==> src/rtl/mdio_page_bridge.sv <==
module mdio_page_bridge #(
  parameter int PAGE_W = 10
) (
  input  logic              clk,
  input  logic              rst_n,
  input  logic              mdc,
  input  logic              mdio_i,
  output logic              mdio_o,
  output logic              mdio_oe,
  output logic              reg_req,
  output logic              reg_we,
  output logic [PAGE_W+8:0] reg_addr,
  output logic [31:0]       reg_wdata,
  input  logic              reg_ack,
  input  logic [31:0]       reg_rdata
);
  localparam logic [1:0] OP_WR = 2'b01, OP_RD = 2'b10;
  localparam logic [1:0] MD_PAGE = 2'b11, MD_REG = 2'b10;

  typedef enum logic [2:0] {S_IDLE, S_START, S_HDR, S_TA, S_DATA} st_t;

  st_t               st_q;
  logic [2:0]        mdc_s;
  logic [1:0]        mdi_s;
  logic [11:0]       hdr_q;
  logic [4:0]        cnt_q;
  logic [14:0]       dat_q;
  logic [PAGE_W-1:0] page_q;
  logic [15:0]       stage_q;
  logic [31:0]       hold_q;
  logic              pend_q;

  wire        rise     = mdc_s[1] & ~mdc_s[2];
  wire        bit_in   = mdi_s[1];
  wire [11:0] hdr_nx   = {hdr_q[10:0], bit_in};
  wire [1:0]  op       = hdr_q[11:10];
  wire [1:0]  mode     = hdr_q[9:8];
  wire        rd_frame = (op == OP_RD) && (mode == MD_REG);
  wire [15:0] rd_word  = hdr_q[0] ? hold_q[31:16] : hold_q[15:0];
  wire [15:0] wr_word  = {dat_q, bit_in};

  assign reg_addr = {page_q, hdr_q[7:5], hdr_q[4:1], 2'b00};

  always_ff @(posedge clk or negedge rst_n) begin
    if (!rst_n) begin
      mdc_s <= '0;
      mdi_s <= '1;
    end else begin
      mdc_s <= {mdc_s[1:0], mdc};
      mdi_s <= {mdi_s[0], mdio_i};
    end
  end

  always_ff @(posedge clk or negedge rst_n) begin
    if (!rst_n) begin
      st_q      <= S_IDLE;
      hdr_q     <= '0;
      cnt_q     <= '0;
      dat_q     <= '0;
      page_q    <= '0;
      stage_q   <= '0;
      hold_q    <= '0;
      pend_q    <= 1'b0;
      reg_req   <= 1'b0;
      reg_we    <= 1'b0;
      reg_wdata <= '0;
      mdio_oe   <= 1'b0;
      mdio_o    <= 1'b0;
    end else begin
      reg_req <= 1'b0;
      if (reg_ack && pend_q) begin
        hold_q <= reg_rdata;
        pend_q <= 1'b0;
      end
      if (rise) begin
        unique case (st_q)
          S_IDLE:  if (!bit_in) st_q <= S_START;
          S_START: begin
            st_q  <= bit_in ? S_HDR : S_IDLE;
            cnt_q <= '0;
          end
          S_HDR: begin
            hdr_q <= hdr_nx;
            cnt_q <= cnt_q + 5'd1;
            if (cnt_q == 5'd11) begin
              st_q  <= S_TA;
              cnt_q <= '0;
              if (hdr_nx[11:10] == OP_RD && hdr_nx[9:8] == MD_REG && !hdr_nx[0]) begin
                reg_req <= 1'b1;
                reg_we  <= 1'b0;
                pend_q  <= 1'b1;
              end
            end
          end
          S_TA: begin
            if (cnt_q == 5'd0) begin
              cnt_q <= 5'd1;
              if (rd_frame) begin
                mdio_oe <= 1'b1;
                mdio_o  <= 1'b0;
              end
            end else begin
              st_q  <= S_DATA;
              cnt_q <= '0;
              if (rd_frame) mdio_o <= rd_word[15];
            end
          end
          S_DATA: begin
            dat_q <= wr_word[14:0];
            cnt_q <= cnt_q + 5'd1;
            if (rd_frame && cnt_q != 5'd15) mdio_o <= rd_word[4'd14 - cnt_q[3:0]];
            if (cnt_q == 5'd15) begin
              st_q    <= S_IDLE;
              mdio_oe <= 1'b0;
              mdio_o  <= 1'b0;
              if (op == OP_WR) begin
                if (mode == MD_PAGE) page_q <= wr_word[PAGE_W-1:0];
                else if (mode == MD_REG) begin
                  if (hdr_q[0]) stage_q <= wr_word;
                  else begin
                    reg_req   <= 1'b1;
                    reg_we    <= 1'b1;
                    reg_wdata <= {stage_q, wr_word};
                  end
                end
              end
            end
          end
          default: st_q <= S_IDLE;
        endcase
      end
    end
  end

  p_idle_quiet_r7: assert property (@(posedge clk) disable iff (!rst_n)
    (st_q == S_IDLE) |-> !mdio_oe);

  p_drive_only_reg_read_r8: assert property (@(posedge clk) disable iff (!rst_n)
    mdio_oe |-> (op == OP_RD && mode == MD_REG));

  p_req_low_half_r6: assert property (@(posedge clk) disable iff (!rst_n)
    reg_req |-> (mode == MD_REG && !hdr_q[0]));

  p_page_from_page_frame_r2: assert property (@(posedge clk) disable iff (!rst_n)
    (page_q != $past(page_q)) |-> ($past(hdr_q[9:8]) == MD_PAGE && $past(hdr_q[11:10]) == OP_WR));

  p_aligned_r3: assert property (@(posedge clk) disable iff (!rst_n)
    reg_req |-> (reg_addr[1:0] == 2'b00));
endmodule

==> config.mk <==
export PLATFORM = sky130hd
export DESIGN_NAME = mdio_page_bridge
export DESIGN_NICKNAME = d
export VERILOG_FILES = /design/src/rtl/mdio_page_bridge.sv
export SDC_FILE = /design/constraint.sdc
export NUM_CORES = 1
export LEC_CHECK = 0
export ABC_AREA = 0
export CORE_ASPECT_RATIO = 1.5
export CORE_MARGIN = 3
export CORE_UTILIZATION = 35
export DETAILED_ROUTE_END_ITERATION = 8
export GPL_TIMING_DRIVEN = 1
export SLEW_MARGIN = 20
export SYNTH_ARGS = -nofsm -noshare
export SYNTH_HDL_FRONTEND = slang
export SYNTH_SLANG_ARGS = --single-unit
==> constraint.sdc <==
create_clock -name clk -period 4.49 [get_ports clk]
set_clock_uncertainty 0.15 [all_clocks]
set_input_delay 0.6735 -clock clk [delete_from_list [all_inputs] [get_ports clk]]
set_output_delay 0.6735 -clock clk [all_outputs]
set_load 0.005 [all_outputs]
==> results of run 1 <==
## cell type report
| class | instances | area (sq um) |
|---|---|---|
| inverters | 8 | 30.0 |
| clock buffers | 18 | 439 |
| fillers | 1467 | 8460 |
| flip-flops and latches | 135 | 3380 |
| repair buffers | 92 | 915 |
| well taps | 203 | 254 |
| clock inverters | 14 | 198 |
| multi-input cells | 226 | 2160 |
## path summary, 6_finish.rpt
kind	startpoint	endpoint
setup reg to reg	cnt_q[0]$_DFFE_PN0P_	stage_q[10]$_DFFE_PN0P_
max in group asynchronous	rst_n	reg_wdata[23]$_DFFE_PN0P_
setup / recovery	cnt_q[0]$_DFFE_PN0P_	stage_q[10]$_DFFE_PN0P_
min in group asynchronous	rst_n	reg_wdata[2]$_DFFE_PN0P_
hold reg to reg	mdi_s[0]$_DFF_PN1_	mdi_s[1]$_DFF_PN1_
hold / removal	mdi_s[0]$_DFF_PN1_	mdi_s[1]$_DFF_PN1_
## critical path, delay by kind of cell, from the launching register on
family | cells | cell delay [ns]
simple gates | 4 | 1.13
flops | 1 | 0.69
fa+ha+maj | 2 | 0.47
mux | 1 | 0.39
## per-layer routing
metal,vias to the layer above,part of all wire (%)
met5,-,0
met4,0,1.3
met3,13,4.8
met2,81,51
met1,1754,43
li1,1590,-
## per-stage QoR
step                      cells  setup slack (ns)
after detailed placement    664              1.50
after global routing        696              1.26
after CTS                   696              1.48
after floorplan             396              2.30
after global placement      664              1.57
final                       696              1.52
## where the power goes
group	leakage (nW)	total, W	internal (W)	switching [W]
Clock	0.307	0.00147	0.000949	0.000518
Combinational	1.32	0.000522	0.000305	0.000217
Sequential	1.80	0.00147	0.00132	0.000157
## kinds of logic (layout without fill, tap and decap cells)
| kind of cell | Yosys count | in the layout | share of synthesized area (%) |
|---|---|---|---|
| AO/OA/AOI/OAI | 31 | 31 | 3.71 |
| XOR/XNOR | 3 | 3 | 0.459 |
| adder cells (fa/ha/maj) | 5 | 5 | 1.09 |
| buffers and inverters | 35 | 132 | 3.30 |
| flip-flops | 135 | 135 | 59.0 |
| multiplexers | 128 | 128 | 26.3 |
| other | 1 | 2 | 0.0655 |
| AND/OR/NAND/NOR | 57 | 57 | 6.05 |
## registers in the layout, summed over array words and instances (netlist names)
| register | count |
|---|---|
| reg_we | 1 |
| page_q | 10 |
| mdi_s | 2 |
| hold_q | 32 |
| dat_q | 15 |
| hdr_q | 12 |
| mdc_s | 3 |
| pend_q | 1 |
| cnt_q | 5 |
| reg_wdata | 32 |
| st_q | 3 |
| reg_req | 1 |
| mdio_oe | 1 |
| mdio_o | 1 |
| stage_q | 16 |
## layout by cell type (no fill, tap or decap), types with 5 or more instances in the layout
| cell | instances |
|---|---|
| dfrtp_1 | 133 |
| clkdlybuf4s50_1 | 88 |
| mux2_2 | 64 |
| mux2_1 | 55 |
| clkbuf_16 | 17 |
| nand3_1 | 15 |
| nand2_1 | 9 |
| inv_1 | 8 |
| o21ai_0 | 6 |
| mux4_2 | 6 |
| a21oi_1 | 5 |
| ha_1 | 5 |
==> results.cfg, run 1 <==
[floorplanning]
die_width_um = 110
io_pins = 92
dieArea_sq_um = 18000
start_util_pct = 36.2
rows = 56
core-area_sq_um = 15800
dieHeight_um = 163

[clock_tree]
worst_skew_pair.late_latency_ns = 0.40
cts_sinks = 135
cts_tree = yes
cts_setup_buffers = 0
cts_buffers = 17
clockBufferDepth = 2
clk_pin_slew_ns = 0.06
post_cts_resized = 0
htree_levels = 4
cts_root_buf = clkbuf_16
ctsHoldBuffers = 0

[timing]
setup-tns-final_ns = 0
fmax_mhz = 337
rsz0062_at_grt = false
relSlewSlack_pct = 34.8
fin_crit_sh_pct = 66.0
post-route-min-period_ns = 2.97
max_slew.worst_pin.slew_ns = 0.978
hold_violations = 0
slew_viol_final = 0
setup-violations-final = 0
timing.hold.ws_ns = 0.206

[worst_setup_path]
worstPathCellList = ha_1 -> and3_1 -> ha_1 -> nand2_1 -> nor2_2 -> and4b_1 -> mux2_1
crit_path_end_kind = flop
required_ns = 4.62
slowest_stage = and4b_1
r2r_slack_ns = 1.52
cp-start-kind = flop
cp_max_fo = 16
arrival_ns = 3.10
crit_path_frequent_cell = ha_1
ff2ff_path_depth = 7
cpPeakStageDelay_ns = 0.74
crit_type = reg2reg

[placed_design]
gp_congestion = 0.837
io_buffers = 89
place_hpwl_um = 7770
dpl_cell_area_sq_um = 6740

[synthesis]
synthCells = 395
yosys_warnings = 0
synth_area_sq_um = 5730
synth_area_leader_cell = dfrtp_1
ys_ff_latch = 135
ys_async_sr_fraction_pct = 100
synth_cell_types = 54
synth-edff-count = 0
synth_ff_type = dfrtp_1
yosysTopAreaCellShare_pct = 58.1
synth_common_cells = dfrtp_1, mux2_2, mux2_1, nand3_1, buf_4
synth_seq_area_share_pct = 59.0
yosysMostFrequentCell = dfrtp_1
syn_area_per_cell_sq_um = 14.5
synth_area_leaders = dfrtp_1, mux2_2, mux2_1, mux4_2, buf_4

[global_routing]
use_met1_pct = 14.8
met2_usage_pct = 22.3
antenna_found_initial = 0
track_usage_pct = 12.9
grtUsageMet3_pct = 4.24
grt_start_max_net_pins = 107
busiest_layer = met2
grt_pass1_vias = 3636
grt_first_pass_wirelength_um = 18500
gr-total-overflow = 0

[detailed_routing]
vias_per_cell = 4.94
vias = 3438
wl_per_cell_um = 15.7
antenna_left = 0
wl_um = 10900
drt_pass1_iterations = 4
first_iter_violations = 127
drc = 0

[cells_and_area]
syn_to_final_growth_pct = 28.8
fin_nets = 522
n_antenna_cell = 0
final_area_sq_um = 7380
drive_gt1_share_pct = 22.7
final_util_pct = 46.6

[status]
status = finished, final reports clean

[power_and_ir_drop]
power_density_nw_per_um2 = 469
totalPowerFinal_w = 0.00346
power_leakage_nw = 3.42
vdd_drop_max_uv = 209

[min_path]
min_path_cells = 0
hold_class = reg2reg

[run]
drv_cap = 0
Power figures use the tool's default switching activity.
==> inputs of run 2 (changes only) <==
clock period = 3.01 ns   (was 4.49 ns; I/O delays follow)
==> run 2 against run 1 <==
Register-to-register slack worse by 1.0 ns. Sequential power up 48%. Worst hold slack better by 0.00093 ns. Largest cell class unchanged. Critical path type unchanged.
==> results.cfg, run 2 (synthesis gave the netlist of run 1 again) <==
[detailed_routing]
wl_um = 11300
antenna_left = 0
drt_pass1_iterations = 4
drc = 0
vias_per_cell = 4.95
vias = 3474
wl_per_cell_um = 16.1
first_iter_violations = 87

[worst_setup_path]
crit_type = reg2reg
cp-start-kind = flop
cp_max_fo = 9
path_buf_inv = 1
arrival_ns = 2.64
required_ns = 3.14
cp_top_family = flip-flops
r2r_slack_ns = 0.51
worstPathCellList = buf_4 -> ha_1 -> xnor2_1 -> mux4_2 -> nor2_1 -> a2111oi_0 -> o32a_1
cpPeakStageDelay_ns = 0.49
slowest_stage = dfrtp_1
crit_path_end_kind = flop

[clock_tree]
cts_root_buf = clkbuf_16
clockBufferDepth = 2
cts_setup_buffers = 0
clk_pin_slew_ns = 0.06
cts_tree = yes
cts_buffers = 17
htree_levels = 4
cts_sinks = 135
worst_skew_pair.late_latency_ns = 0.40

[floorplanning]
io_pins = 92
die_width_um = 110
dieHeight_um = 163
start_util_pct = 36.2
rows = 56
dieArea_sq_um = 18000
core-area_sq_um = 15800

[min_path]
hold_class = reg2reg

[power_and_ir_drop]
power_leakage_nw = 3.41
clkPwrFrac_pct = 39.1
power_density_nw_per_um2 = 668
internal_power_w = 0.00357
pwr-share-seq_pct = 44.5
p_sw_share_pct = 27.3
p_comb_share_pct = 16.4
p_sw_w = 0.00134
vdd_drop_max_uv = 325

[cells_and_area]
n_antenna_cell = 0
top_regs = hold_q (32), reg_wdata (32), stage_q (16)
seq_area_sq_um = 3380
multi_input_area_sq_um = 2160
syn_to_final_growth_pct = 28.4
fin_nets = 528
drive_gt1_share_pct = 23.2
layout_common_cells = dfrtp_1, clkdlybuf4s50_1, mux2_2
fillerInstances = 1452
final_common_cell = dfrtp_1

[timing]
relSlewSlack_pct = 48.1
hold_violations = 0
setup-tns-final_ns = 0
setup-violations-final = 0
fin_ws_ns = 0.508
max_slew.worst_pin.slew_ns = 0.778
rsz0062_at_grt = false
fin_crit_sh_pct = 83.1
slew_viol_final = 0
fmax_mhz = 400
post-route-min-period_ns = 2.50

[placed_design]
place_hpwl_um = 8100
dpl_worst_slack_ns = 0.535
gp_congestion = 0.857
io_buffers = 89

[status]
status = finished, final reports clean

[global_routing]
antenna_found_initial = 0
grt_pass1_vias = 3837
grt_start_max_net_pins = 52
track_usage_pct = 13.2
gr-total-overflow = 0
grt_first_pass_wirelength_um = 19100

[run]
drv_cap = 0
[run 2: cell types whose count changed in the layout (fill, tap and decap cells not counted)]
cell | previous run | this run
buf_12 | 0 | 1
buf_4 | 3 | 7
bufinv_16 | 4 | 1
clkbuf_1 | 0 | 1
clkbuf_8 | 1 | 0
clkinv_2 | 2 | 3
clkinv_4 | 4 | 1
clkinvlp_4 | 2 | 6
dlygate4sd3_1 | 0 | 1
inv_6 | 2 | 3
[run 2: layout make-up]
cell class / count / share of cell area (%)
multi-input combinational: 226 / 29.4
clock inverter: 14 / 1.70
sequential: 135 / 46.0
inverter: 8 / 0.408
clock buffer: 18 / 5.84
tap: 203 / 3.45
timing repair buffer: 98 / 13.3
[run 2: final timing paths]
kind                                      start  depth (start not counted)                        end
max in group asynchronous                 rst_n                          3       hdr_q[7]$_DFFE_PN0P_
setup reg to reg           cnt_q[0]$_DFFE_PN0P_                          7         mdio_o$_DFFE_PN0P_
setup / recovery           cnt_q[0]$_DFFE_PN0P_                          7         mdio_o$_DFFE_PN0P_
hold reg to reg              mdi_s[0]$_DFF_PN1_                          0         mdi_s[1]$_DFF_PN1_
min in group asynchronous                 rst_n                          2  reg_wdata[19]$_DFFE_PN0P_
hold / removal               mdi_s[0]$_DFF_PN1_                          0         mdi_s[1]$_DFF_PN1_
[run 2: worst reg2reg max path, delay by kind of cell (launching register included)]
| family | cells | cell delay (ns) |
|---|---|---|
| AOI/OAI and AO/OA | 2 | 0.42 |
| xor gates and xnor gates | 1 | 0.40 |
| and+or+nand+nor | 1 | 0.10 |
| buffers and inverters | 1 | 0.22 |
| muxes | 1 | 0.38 |
| DFF | 1 | 0.49 |
| adders and majority gates | 1 | 0.24 |
[run 2: metal layers]
metal  vias to the layer above  share of wire, %  wire (um)  GRT usage (%)
li1                       1604                 -          -              -
met1                      1756                40       4530           14.6
met2                        99                53       6010           23.8
met3                        15               5.1        577           4.35
met4                         0               1.6        179           4.54
met5                         -                 0          0              0
[run 2: through the flow]
step	instance area [sq um]	utilization [%]	cells	hold WS [ns]	total power, W
6_report	7350	46.4	702	0.207	0.00491
5_1_grt	7350	46.4	702	0.210	0.00517
4_1_cts	7350	46.4	702	0.208	0.00499
3_5_place_dp	6790	42.9	669	0.203	0.00304
3_3_place_gp	6790	42.9	669	0.197	0.00301
2_1_floorplan	5730	-	396	0.00591	0.00277
[run 2: timing repair]
action                     in CTS  in global routing
hold endpoints to repair       47                  0
setup endpoints to repair       0                  0
hold buffers                    1                  0
gates resized for setup         0                  0
[run 2: power by group through the flow]
stage                     Sequential [W]  Clock (W)  Combinational [W]
after floorplan                  0.00208          0           0.000686
after global placement           0.00221          0           0.000798
after detailed placement         0.00222          0           0.000816
after CTS                        0.00219    0.00198           0.000821
after global routing             0.00222    0.00206           0.000890
final                            0.00218    0.00192           0.000807
==> inputs of run 3 (changes only) <==
clock period = 2.5 ns   (was 3.01 ns; I/O delays follow)
==> run 3 against run 2 <==
Sequential power rose by 19%. Via count rose by 0.63%. Cell count rose by 1.4%. Critical path depth rose by 1. Non-clock buffer count rose by 10. Maximum frequency rose by 8.4%. First-iteration DRC count fell by 13%. Wire length rose by 1.1%. Critical endpoint is now stage_q[1]$_DFFE_PN0P_. Highest routed layer unchanged.
==> results.cfg, run 3 (synthesis gave the netlist of run 1 again) <==
[status]
status = finished, final reports clean

[worst_setup_path]
crit_path_end_kind = flop
ff2ff_path_depth = 8
arrival_ns = 2.43
cp-start-kind = flop
crit_cells = 8
cpPeakStageDelay_ns = 0.44
crit_type = reg2reg
required_ns = 2.62
path_buf_inv = 1
crit_start = cnt_q[0]$_DFFE_PN0P_
crit_path_frequent_cell = ha_1
cp_max_fo = 16
cp_top_family = simple AND/OR/NAND/NOR gates
worstPathCellList = ha_1 -> and3_1 -> ha_1 -> nand2_1 -> nor2_2 -> and4b_1 -> buf_12 -> mux2_1
r2r_start = cnt_q[0]$_DFFE_PN0P_
slowest_stage = dfrtp_1

[timing]
post-route-min-period_ns = 2.31
slew_viol_final = 0
fin_ws_ns = 0.192
hold_violations = 0
rsz0062_at_grt = false
setup-violations-final = 0
relSlewSlack_pct = 58.7
fin_crit_sh_pct = 92.3
setup-tns-final_ns = 0
fmax_mhz = 433
max_slew.worst_pin.slew_ns = 0.620
timing.hold.ws_ns = 0.205

[cells_and_area]
fillerInstances = 1465
drive_gt1_share_pct = 25.0
n_antenna_cell = 0
layout_common_cells = dfrtp_1, clkdlybuf4s50_1, mux2_2
fin_nets = 538
top_regs = hold_q (32), reg_wdata (32), stage_q (16)
final_common_cell = dfrtp_1
syn_to_final_growth_pct = 31.1

[clock_tree]
clockBufferDepth = 2
worst_skew_pair.late_latency_ns = 0.40
cts_sinks = 135
cts_setup_buffers = 0
cts_root_buf = clkbuf_16
clk_pin_slew_ns = 0.06
cts_buffers = 17
cts_tree = yes
htree_levels = 4

[global_routing]
grt_start_max_net_pins = 55
grt_pass1_vias = 3729
grt_first_pass_wirelength_um = 19000
track_usage_pct = 13.3
antenna_found_initial = 0
gr-total-overflow = 0

[run]
drv_cap = 0

[floorplanning]
rows = 56
dieHeight_um = 163
die_width_um = 110
start_util_pct = 36.2
core-area_sq_um = 15800
io_pins = 92
dieArea_sq_um = 18000

[detailed_routing]
drt_pass1_iterations = 4
wl_per_cell_um = 16.1
antenna_left = 0
wl_um = 11400
drc = 0
vias = 3496
vias_per_cell = 4.91
first_iter_violations = 76

[power_and_ir_drop]
p_sw_share_pct = 26.5
power_leakage_nw = 3.49
totalPowerFinal_w = 0.00611
vdd_drop_max_uv = 387
power_density_nw_per_um2 = 814
pwr-share-seq_pct = 42.4
internal_power_w = 0.00449
p_comb_share_pct = 17.7
p_sw_w = 0.00162
clkPwrFrac_pct = 40.0

[placed_design]
io_buffers = 89
gp_congestion = 0.870
dpl_worst_slack_ns = 0.193
place_hpwl_um = 8370

[min_path]
min_path_cells = 0
hold_start = mdi_s[0]$_DFF_PN1_
hold_class = reg2reg
## run 3: final cells by class
type / count / area (sq um) / area share [%]
Clock buffer: 19 / 443 / 5.90
Clock inverter: 13 / 146 / 1.95
Inverter: 8 / 30.0 / 0.400
Multi-Input combinational cell: 226 / 2160 / 28.8
Sequential cell: 135 / 3380 / 45.0
Tap cell: 203 / 254 / 3.38
Timing Repair Buffer: 108 / 1090 / 14.5
## run 3: path summary, 6_finish.rpt
check / end / slack [ns]
max: stage_q[1]$_DFFE_PN0P_ / 0.19
min: mdi_s[1]$_DFF_PN1_ / 0.20
max reg2reg: stage_q[1]$_DFFE_PN0P_ / 0.19
min reg2reg: mdi_s[1]$_DFF_PN1_ / 0.20
max in group asynchronous: reg_wdata[23]$_DFFE_PN0P_ / 1.16
min in group asynchronous: reg_wdata[2]$_DFFE_PN0P_ / 0.35
## run 3: stage by stage
step | cells | utilization [%] | area, sq um
after floorplan | 396 | - | 5730
after global placement | 679 | 43.6 | 6900
after detailed placement | 679 | 43.6 | 6900
after CTS | 712 | 47.4 | 7500
after global routing | 712 | 47.4 | 7510
final | 712 | 47.4 | 7510
## run 3: layer usage
metal	share of wire [%]	global-route usage (%)
met5	0	0
met4	0.99	4.48
met3	5.8	4.09
met2	54	24.6
met1	39	14.3
## run 3: timing repair
action / 4_1_cts / 5_1_grt
gates resized for setup: 0 / 1
hold buffers: 1 / 0
endpoints found under the hold margin: 49 / 0
setup endpoints to repair: 0 / 1
## run 3: power by group through the flow
stage / Sequential, W / Combinational, W / Clock (W)
floorplan: 0.00251 / 0.000826 / 0
global placement: 0.00262 / 0.00107 / 0
detailed placement: 0.00263 / 0.00108 / 0
CTS: 0.00260 / 0.00109 / 0.00252
global route: 0.00263 / 0.00118 / 0.00262
finish: 0.00259 / 0.00108 / 0.00244
## run 3: worst reg2reg max path, cell delays in order, from the launching register on
cell     delay [ns]
dfrtp_1        0.44
ha_1           0.24
and3_1         0.21
ha_1           0.19
nand2_1        0.07
nor2_2         0.14
and4b_1        0.26
buf_12         0.17
mux2_1         0.34
